<file path="src/rtl/ep0_pkg.sv">
// Shared codes for the endpoint-zero engine.
// Assumes two-bit token and reply codes as listed in the brief.
package ep0_pkg;
    typedef enum logic [1:0] {TK_NONE = 2'd0, TK_OUT = 2'd1, TK_IN = 2'd2, TK_SETUP = 2'd3} tok_e;
    typedef enum logic [1:0] {RSP_NONE = 2'd0, RSP_ACK = 2'd1, RSP_NAK = 2'd2, RSP_DATA = 2'd3} rsp_e;
    typedef enum logic {PH_IDLE = 1'b0, PH_CTRL = 1'b1} phase_e;
    typedef enum logic [1:0] {AW_NONE = 2'd0, AW_DATA = 2'd1, AW_STATUS = 2'd2} await_e;
endpackage

</file>
<file path="src/rtl/ep0_buf.sv">
// Endpoint byte buffer with a packet-side pointer and a firmware-side index port.
// Packet writes and transmit reads share one pointer, which restarts at each token.
// Assumes DEPTH is at least 1. The pointer stops at DEPTH; bytes past the end are dropped.
module ep0_buf #(
    parameter int DEPTH = 8,
    parameter int AW = 3,
    parameter int CW = 4
) (
    input  logic          clk,
    input  logic          rst_n,
    input  logic          pk_rst,
    input  logic          pk_we,
    input  logic [7:0]    pk_wdata,
    input  logic          pk_rd,
    output logic [CW-1:0] pk_cnt,
    output logic [7:0]    pk_rdata,
    input  logic          fw_we,
    input  logic [AW-1:0] fw_addr,
    input  logic [7:0]    fw_wdata,
    output logic [7:0]    fw_rdata
);
    logic [7:0]    mem [DEPTH];
    logic [CW-1:0] ptr;
    logic          in_range;

    // Pointer is inside the buffer
    assign in_range = (ptr < CW'(DEPTH));

    // Packet pointer: restart on token, advance on each byte written or read
    always_ff @(posedge clk) begin
        if (!rst_n)
            ptr <= '0;
        else if (pk_rst)
            ptr <= '0;
        else if ((pk_we || pk_rd) && in_range)
            ptr <= ptr + 1'b1;
    end

    // Storage write: the packet side wins over the firmware side
    always_ff @(posedge clk) begin
        if (pk_we && in_range)
            mem[ptr[AW-1:0]] <= pk_wdata;
        else if (fw_we)
            mem[fw_addr] <= fw_wdata;
    end

    assign pk_cnt   = ptr;
    assign pk_rdata = in_range ? mem[ptr[AW-1:0]] : 8'h00;
    assign fw_rdata = mem[fw_addr];
endmodule

</file>
<file path="src/rtl/ep0_seq.sv">
// Transaction sequencer for control endpoint zero.
// Decides the reply to each token, tracks the stage and data toggle, and keeps
// the firmware flags. Hardware events take priority over firmware pulses in the
// same cycle. Assumes at most one of tok_vld, rx_end and hs_ack per cycle.
module ep0_seq
    import ep0_pkg::*;
#(
    parameter int CW = 4
) (
    input  logic          clk,
    input  logic          rst_n,
    input  logic          ep_en,
    input  logic          ep_dir,
    input  logic          tok_vld,
    input  logic [1:0]    tok_kind,
    input  logic          rx_end,
    input  logic          rx_tgl,
    input  logic [CW-1:0] pk_cnt,
    input  logic          hs_ack,
    input  logic          fw_set_txrdy,
    input  logic          fw_clr_setup,
    input  logic          fw_clr_txdone,
    input  logic          fw_clr_rxdata,
    input  logic          fw_cnt_we,
    input  logic [CW-1:0] fw_cnt,
    output logic          wr_ok,
    output logic          rsp_vld,
    output logic [1:0]    rsp_kind,
    output logic          rsp_tgl,
    output logic [CW-1:0] rsp_len,
    output logic          st_setup,
    output logic          st_txrdy,
    output logic          st_txdone,
    output logic          st_rxdata,
    output logic [CW-1:0] byte_cnt,
    output logic          ev_setup,
    output logic          ev_txdone,
    output logic          ev_rxdata
);
    phase_e phase_q;
    await_e aw_q;
    tok_e   cur_q;
    tok_e   kind_in;
    rsp_e   rsp_q;
    logic   tgl_q;
    logic   open_q;
    logic   tok_go;
    logic   end_go;

    // Decode the incoming events
    always_comb begin
        kind_in = tok_e'(tok_kind);
        tok_go  = tok_vld && ep_en;
        end_go  = rx_end && ep_en && (cur_q != TK_NONE);
        open_q  = (phase_q == PH_CTRL) && !st_setup;
    end

    // Stage, toggle, flags and reply register
    always_ff @(posedge clk) begin
        if (!rst_n) begin
            phase_q   <= PH_IDLE;
            aw_q      <= AW_NONE;
            cur_q     <= TK_NONE;
            tgl_q     <= 1'b1;
            wr_ok     <= 1'b0;
            rsp_vld   <= 1'b0;
            rsp_q     <= RSP_NONE;
            rsp_tgl   <= 1'b0;
            rsp_len   <= '0;
            st_setup  <= 1'b0;
            st_txrdy  <= 1'b0;
            st_txdone <= 1'b0;
            st_rxdata <= 1'b0;
            byte_cnt  <= '0;
            ev_setup  <= 1'b0;
            ev_txdone <= 1'b0;
            ev_rxdata <= 1'b0;
        end else begin
            rsp_vld   <= 1'b0;
            ev_setup  <= 1'b0;
            ev_txdone <= 1'b0;
            ev_rxdata <= 1'b0;
            // firmware actions first, so hardware events below override them
            if (fw_clr_setup)  st_setup  <= 1'b0;
            if (fw_clr_txdone) st_txdone <= 1'b0;
            if (fw_clr_rxdata) st_rxdata <= 1'b0;
            if (fw_set_txrdy)  st_txrdy  <= 1'b1;
            if (fw_cnt_we && !st_txrdy) byte_cnt <= fw_cnt;
            // host handshake on the packet the engine sent
            if (hs_ack) begin
                if (aw_q == AW_DATA) begin
                    st_txrdy  <= 1'b0;
                    st_txdone <= 1'b1;
                    ev_txdone <= 1'b1;
                    tgl_q     <= ~tgl_q;
                end else if (aw_q == AW_STATUS) begin
                    st_txdone <= 1'b1;
                    ev_txdone <= 1'b1;
                    phase_q   <= PH_IDLE;
                end
                aw_q <= AW_NONE;
            end
            // token: IN replies now, SETUP and OUT wait for the packet end
            if (tok_go) begin
                aw_q  <= AW_NONE;
                cur_q <= (kind_in == TK_IN) ? TK_NONE : kind_in;
                wr_ok <= (kind_in == TK_SETUP) ||
                         ((kind_in == TK_OUT) && open_q && !ep_dir && !st_rxdata);
                if (kind_in == TK_IN) begin
                    rsp_vld <= 1'b1;
                    rsp_tgl <= 1'b0;
                    rsp_len <= '0;
                    rsp_q   <= RSP_NAK;
                    if (open_q && !ep_dir) begin
                        rsp_q   <= RSP_DATA;
                        rsp_tgl <= 1'b1;
                        aw_q    <= AW_STATUS;
                    end else if (open_q && st_txrdy) begin
                        rsp_q   <= RSP_DATA;
                        rsp_tgl <= tgl_q;
                        rsp_len <= byte_cnt;
                        aw_q    <= AW_DATA;
                    end
                end
            end
            // end of a received data packet
            if (end_go) begin
                rsp_vld <= 1'b1;
                rsp_tgl <= 1'b0;
                rsp_len <= '0;
                cur_q   <= TK_NONE;
                wr_ok   <= 1'b0;
                rsp_q   <= RSP_NAK;
                if (cur_q == TK_SETUP) begin
                    rsp_q     <= RSP_ACK;
                    st_setup  <= 1'b1;
                    ev_setup  <= 1'b1;
                    byte_cnt  <= pk_cnt;
                    phase_q   <= PH_CTRL;
                    tgl_q     <= 1'b1;
                    st_txrdy  <= 1'b0;
                    st_txdone <= 1'b0;
                    st_rxdata <= 1'b0;
                    aw_q      <= AW_NONE;
                end else if (open_q && ep_dir) begin
                    if (!st_txdone) begin
                        rsp_q   <= RSP_ACK;
                        phase_q <= PH_IDLE;
                    end
                end else if (open_q && !st_rxdata) begin
                    rsp_q <= RSP_ACK;
                    if (rx_tgl == tgl_q) begin
                        st_rxdata <= 1'b1;
                        ev_rxdata <= 1'b1;
                        byte_cnt  <= pk_cnt;
                        tgl_q     <= ~tgl_q;
                    end
                end
            end
        end
    end

    assign rsp_kind = rsp_q;
endmodule

</file>
<file path="src/rtl/ctl_ep0_engine.sv">
// Control endpoint zero engine: a sequencer joined to the endpoint buffer.
// Buffer writes from the packet side only take place while the sequencer
// accepts the packet. Firmware writes only take place while transmit-ready is clear.
module ctl_ep0_engine #(
    parameter int DEPTH = 8,
    localparam int AW = (DEPTH > 1) ? $clog2(DEPTH) : 1,
    localparam int CW = $clog2(DEPTH + 1)
) (
    input  logic          clk,
    input  logic          rst_n,
    input  logic          ep_en,
    input  logic          ep_dir,
    input  logic          tok_vld,
    input  logic [1:0]    tok_kind,
    input  logic          rx_wr,
    input  logic [7:0]    rx_byte,
    input  logic          rx_end,
    input  logic          rx_tgl,
    input  logic          hs_ack,
    input  logic          tx_rd,
    output logic [7:0]    tx_byte,
    output logic          rsp_vld,
    output logic [1:0]    rsp_kind,
    output logic          rsp_tgl,
    output logic [CW-1:0] rsp_len,
    input  logic [AW-1:0] fw_addr,
    input  logic          fw_we,
    input  logic [7:0]    fw_wdata,
    output logic [7:0]    fw_rdata,
    input  logic          fw_cnt_we,
    input  logic [CW-1:0] fw_cnt,
    input  logic          fw_set_txrdy,
    input  logic          fw_clr_setup,
    input  logic          fw_clr_txdone,
    input  logic          fw_clr_rxdata,
    output logic          st_setup,
    output logic          st_txrdy,
    output logic          st_txdone,
    output logic          st_rxdata,
    output logic [CW-1:0] byte_cnt,
    output logic          ev_setup,
    output logic          ev_txdone,
    output logic          ev_rxdata
);
    logic          wr_ok;
    logic [CW-1:0] pk_cnt;

    ep0_seq #(.CW(CW)) u_seq (
        .clk(clk), .rst_n(rst_n), .ep_en(ep_en), .ep_dir(ep_dir),
        .tok_vld(tok_vld), .tok_kind(tok_kind), .rx_end(rx_end), .rx_tgl(rx_tgl),
        .pk_cnt(pk_cnt), .hs_ack(hs_ack),
        .fw_set_txrdy(fw_set_txrdy), .fw_clr_setup(fw_clr_setup),
        .fw_clr_txdone(fw_clr_txdone), .fw_clr_rxdata(fw_clr_rxdata),
        .fw_cnt_we(fw_cnt_we), .fw_cnt(fw_cnt), .wr_ok(wr_ok),
        .rsp_vld(rsp_vld), .rsp_kind(rsp_kind), .rsp_tgl(rsp_tgl), .rsp_len(rsp_len),
        .st_setup(st_setup), .st_txrdy(st_txrdy), .st_txdone(st_txdone),
        .st_rxdata(st_rxdata), .byte_cnt(byte_cnt),
        .ev_setup(ev_setup), .ev_txdone(ev_txdone), .ev_rxdata(ev_rxdata)
    );

    ep0_buf #(.DEPTH(DEPTH), .AW(AW), .CW(CW)) u_buf (
        .clk(clk), .rst_n(rst_n),
        .pk_rst(tok_vld && ep_en),
        .pk_we(rx_wr && wr_ok), .pk_wdata(rx_byte),
        .pk_rd(tx_rd), .pk_cnt(pk_cnt), .pk_rdata(tx_byte),
        .fw_we(fw_we && !st_txrdy), .fw_addr(fw_addr),
        .fw_wdata(fw_wdata), .fw_rdata(fw_rdata)
    );
endmodule

</file>
<file path="config.mk">
export PLATFORM = sky130hd
export DESIGN_NAME = ctl_ep0_engine
export DESIGN_NICKNAME = d
export VERILOG_FILES = /design/src/rtl/ep0_pkg.sv /design/src/rtl/ep0_buf.sv /design/src/rtl/ep0_seq.sv /design/src/rtl/ctl_ep0_engine.sv
export SDC_FILE = /design/constraint.sdc
export NUM_CORES = 1
export LEC_CHECK = 0
export ABC_AREA = 0
export BUFFER_PORTS_ARGS = -buffer_cell sky130_fd_sc_hd__buf_2
export CAP_MARGIN = 15
export CELL_PAD_IN_SITES_DETAIL_PLACEMENT = 1
export CELL_PAD_IN_SITES_GLOBAL_PLACEMENT = 1
export CORE_MARGIN = 2
export CORE_UTILIZATION = 25
export CTS_CLUSTER_DIAMETER = 200
export DETAILED_ROUTE_END_ITERATION = 12
export PLACE_DENSITY = 0.61
export SLEW_MARGIN = 25
export SYNTH_ARGS = -nofsm -noshare
export SYNTH_HDL_FRONTEND = slang
export SYNTH_HIERARCHICAL = 1
export SYNTH_SLANG_ARGS = --single-unit
</file>
<file path="constraint.sdc">
create_clock -name clk -period 1.97 [get_ports clk]
set_input_delay 0.0985 -clock clk [delete_from_list [all_inputs] [get_ports clk]]
set_output_delay 0.0985 -clock clk [all_outputs]
set_load 0.02 [all_outputs]
</file>
* Word-level counts from Yosys, hierarchy flattened
Memories as Yosys holds them, arrays and structs flattened. A register that Yosys moved wholly into a read port is not among the register bits.
Index checks and enable logic that the tools add are counted.
** Operators by class
- Eq/ne operators :: 7
- Mux-type cells :: 79
- Bitwise logic cells :: 4
- Reduce and logical (&&, ||, !) cells :: 33
- $add $sub $neg :: 1
- Magnitude comparators :: 1
** Operator list (number)
- 1-bit two-way mux :: 51
- 4-bit two-way mux :: 8
- 2-bit two-way mux :: 15
- 1-bit logical AND :: 16
- 8-bit two-way mux :: 2
- 3-bit two-way mux :: 3
- 2-bit == test, second input constant :: 4
- 2-bit AND reduction :: 4
- 8-bit OR reduction :: 1
- 2-bit nonzero test :: 3
- 5-bit OR reduction :: 1
- 4-bit by 1-bit adder with 4-bit output, second input constant :: 1
- 2-bit by 1-bit == test with 1-bit output, second input constant :: 2
- 1-bit logical NOT :: 4
- 4-bit less-than comparator, second input constant :: 1
- 1-bit inverter :: 4
- 2-bit OR reduction :: 2
- 1-bit logical OR :: 2
- 1-bit == test :: 1
** Storage, ports and cells
- Logic and storage cells :: 144
- Bits in writable memories :: 64
- Flip-flop bits (word level) :: 30
- Output and inout port bits :: 35
- Memories kept :: 1
** Memories
- u_buf.mem :: depth 8, bits a word 8, read ports 2, clocked after Yosys merged registers in 1, write ports 1, line ep0_buf.sv:22 : logic [7:0] mem [DEPTH];

* Logic depth before layout (Yosys ltp)
- Depth in word-level cells :: 9
- Gate-level depth with buffers :: 6
- Depth with buffers taken out :: 5

* Modules after synthesis
The synthesis kept the hierarchy.
** Modules (own cells, without submodules)
- ep0_buf :: instances 1, area each 3489.6 µm², cells each 188
- ep0_seq :: instances 1, area each 1172.4 µm², cells each 127
- ctl_ep0_engine :: instances 1, area each 26.3 µm², cells each 3

* Worst setup path before layout
OpenSTA, ideal clock, no wires.
- Path type :: register to register
- From :: reg u_seq.st_txrdy
- To :: mem u_buf.mem[0][0], enable pin
- Cell stages (with the launch flop) :: 5
- Arrival time :: 1.653 ns
- Setup slack :: -0.058 ns
- Clock period less this slack :: 2.028 ns
- Required time :: 1.595 ns
- Buffers on the path :: 0
- Path through :: dfxtp_1 > nor2b_4 > inv_1 > or4_1 > a21oi_1
** On the way
- Cells in the longest elaborated chain, start to end :: 7
** RTL lines
- from (decl) :: line ep0_seq.sv:32 : output logic st_txrdy,
- from (signal assigned) :: line ep0_seq.sv:71 : st_txrdy <= 1'b0;
- from (signal assigned) :: line ep0_seq.sv:87 : if (fw_set_txrdy) st_txrdy <= 1'b1;
- from (signal assigned) :: line ep0_seq.sv:92 : st_txrdy <= 1'b0;
- 1-bit logical NOT * :: line ctl_ep0_engine.sv:66 : .fw_we(fw_we && !st_txrdy), .fw_addr(fw_addr),
- 1-bit logical AND * :: line ctl_ep0_engine.sv:66
- 1-bit two-way mux * :: line ep0_buf.sv:43 : else if (fw_we)
- 1-bit two-way mux * :: line ep0_buf.sv:41 : if (pk_we && in_range)
- 1-bit two-way mux (not written as such) * :: line ep0_buf.sv:44 : mem[fw_addr] <= fw_wdata;
- 8-bit OR reduction (no line)
- 3-bit two-way mux (no line) / 1-bit two-way mux (equally long branches)
- to (decl) :: line ep0_buf.sv:22
Every way passes the cells marked *; elsewhere a longest branch is shown, timed or not.

==> reports/results.txt <==
Die area: 19900 um^2
NetSw: 1.10 mW
Fill cells: 2026
Hold path startpoint: fw_clr_txdone
Place WS: 120 ps
YS warnings: 6
Int Pwr: 3.32 mW
Area growth syn-to-layout: 22.7%
Setup-failing EPs final: 0
Worst-Margin Slew: 570 ps
Synth area leader: edfxtp_1
CP Max Fanout: 11
Met1 Resource Use GR: 17.3%
Final-report hold violation count: 0
Required @ worst endpoint: 1870 ps
Vias in the first global route: 3374
Largest net degree at the start of global routing: 19
Slew Limit Fails: 0
TritonCTS clock tree: yes
Synth Flop Type: edfxtp_1
Site Rows: 50
Switch share: 24.9%
Final HPWL DP: 9.23 mm
Starting Density: 25.2%
Hold Path Stages: 3
Synth area leaders: edfxtp_1 41%, dfxtp_1 14%, mux4_2 12%
Via-per-instance ratio: 4.84
Post-synth top area share: 41.0%
Cells after Synth: 318
P per Cell Area: 769 nW/um^2
CP endpoint kind: primary output
Post-Syn Area: 4690 um^2
EDFF count, synth: 64
Met3 global-route usage: 2.92%
First-pass GRT wire length: 19.9 mm
Die W: 141 um
Ant diodes: 0
Final worst path period share: 98.6%
DRC viols: 0
Clock Skew: 6.68 ps
IO Count: 76
#FFs+latches synth: 97
R2r endpoint: u_buf/mem[0][4]
Antenna violations before repair: 0
Clk Latency, worst-skew pair: 350 ps
Setup ws final: 28.3 ps
Max Cap Violations: 0
GRT busiest layer: met2
Min-delay worst type: input pin to flop
Leakage: 2.09 nW
Met2 Use GR: 22.0%
Seq. cell area: 2580 um^2
Num Clock Sinks: 97
Distinct cells, synth: 54
Avg Inst Size Synth: 14.7 um^2
Startpoint types: flop
Post-synth net total: 362
H-Tree Depth: 3
Layout Cell Area excl Fill: 5750 um^2
Placer Congestion: 0.757
Final design utilization: 31.0%
R2R setup slack: 120 ps
DRT iter0 DRCs: 236
Clock root cell: clkbuf_16
Total negative setup slack: 0 ps
FFs w/ async S/R, synth: 0%
VDD IR max: 373 uV
Count of input and output buffers: 75
Setup CP Type: flop to primary output
RSZ-0062 raised after global routing: yes
Worst hold endpoint: u_seq/st_txdone
Clock Pin Slew Worst Setup and Hold Paths: 70 ps
Fmax: 515 MHz
Vias: 3161
Seq/Total Area, Yosys: 55.1%
Clk buf depth: 2
Core area: 18600 um^2
Wire per inst: 19.3 um
Multi-input logic area: 1970 um^2
R2R depth: 5
Layout cells sized above 1: 39.6%
Share of power burned in registers: 51.3%
R2r startpoint: u_seq/st_txrdy
Gr usage total: 13.2%
DRT Wirelength: 12.6 mm
Final ANT Viol Nets: 0
Total grt overflow: 0
Rel. slew slack: 62.0%
Placed Area: 5420 um^2
Die height: 141 um
Clock share of power: 36.8%
Status: finished clean
CP arrival: 1840 ps
TritonRoute pass-1 iters: 4
CTS buffer count: 9
Crit path time final: 1940 ps
Final nets: 458
Combinational power share: 11.9%
[through the flow]
step	power (mW)	std cells	hold WS [ps]
detailed placement	2.83	634	367
global route	4.59	653	23.7
global placement	2.82	634	358
floorplan	2.63	318	193
finish	4.42	653	12.3
CTS	4.47	653	3.45
[kinds of logic after synthesis]
family,synth area share [%]
mux,23.5
fa+ha+maj,0.801
xor+xnor,0.561
flops,55.1
compound gates,7.87
simple gates,9.07
buf+inv,3.10
[Yosys cell counts, types with 4 or more instances]
master / count
nand3_1: 4
nand2_1: 10
nor2_1: 28
nor2b_1: 4
mux4_1: 8
mux2_2: 9
nand2b_1: 7
nand4_1: 4
mux2i_1: 13
a22oi_1: 4
a211oi_1: 10
o21ai_0: 5
mux4_2: 24
edfxtp_1: 64
a21oi_1: 23
inv_1: 5
dfxtp_1: 33
buf_2: 6
mux2_4: 8
[cell type report]
type | instances | share of cell area (%)
timing repair buffer | 101 | 10.7
clock inverter | 7 | 0.783
multi-input combinational | 199 | 34.2
tap | 234 | 5.09
sequential | 97 | 44.9
clock buffer | 9 | 3.91
inverter | 6 | 0.391
[layer usage]
layer / share of wire (%) / routed length, um
met5: 0 / 0
met4: 1.2 / 156
met3: 5.3 / 669
met2: 48 / 6100
met1: 45 / 5680
[power groups by stage]
stage | Sequential (mW) | Combinational, mW | Clock, mW
floorplan | 2.30 | 0.331 | 0
global placement | 2.31 | 0.503 | 0
detailed placement | 2.31 | 0.518 | 0
CTS | 2.27 | 0.530 | 1.67
global route | 2.27 | 0.572 | 1.75
finish | 2.27 | 0.528 | 1.63
[worst max path at each step]
stage,startpoint,to,slack (ps),cells after the start
global placement,u_seq/st_txrdy,u_buf/mem[0][3],180,5
finish,flop,tx_byte[5],30,5
detailed placement,u_seq/wr_ok,u_buf/mem[0][6],120,5
global route,flop,tx_byte[6],-70,6
floorplan,u_seq/st_txrdy,u_buf/mem[0][0],-60,4
CTS,flop,tx_byte[5],-8,5
[cells in the final DEF, fill, tap and decap left out, drive strengths merged, types with 2 or more instances in the layout]
cell,instances
clkinv,5
o211ai,2
mux2i,13
nand2,11
nand4,4
clkbuf,9
dfxtp,33
a211oi,10
mux2,17
clkinvlp,2
and2,2
nand2b,7
mux4,32
xnor2,2
nand4b,3
nand3,4
nor3,4
ha,3
nor2,28
inv,6
a31oi,2
a22oi,4
o21ai,5
a21oi,23
or2b,2
nor2b,5
edfxtp,64
buf,100
nand3b,2
[state kept, by name, indices dropped and copies added, names as in the netlist, named ones only]
register,count
u_seq/cur_q,2
u_buf/pk_cnt,4
u_seq/wr_ok,1
u_seq/rsp_kind,2
u_seq/aw_q,2
u_buf/mem,64
u_seq/st_setup,1
u_seq/st_rxdata,1
u_seq/byte_cnt,4
u_seq/st_txdone,1
u_seq/ev_setup,1
u_seq/phase_q,1
u_seq/ev_rxdata,1
u_seq/tgl_q,1
u_seq/st_txrdy,1
u_seq/ev_txdone,1
u_seq/rsp_vld,1
u_seq/rsp_tgl,1
u_seq/rsp_len,4
[critical path, cell delays in order (launching register included)]
cell     delay (ps)
dfxtp_2         340
buf_12          170
mux4_2          520
mux2i_1         190
nor2_1          100
buf_2           170
[repair_timing]
| item | 4_1_cts | 5_1_grt |
|---|---|---|
| buffers inserted | 2 | 0 |
| setup endpoints to repair | 3 | 7 |
| hold endpoints to repair | 1 | 0 |
| hold buffers | 1 | 0 |
| resized for setup | 1 | 4 |
No activity file was read; power rests on OpenSTA's default activity.
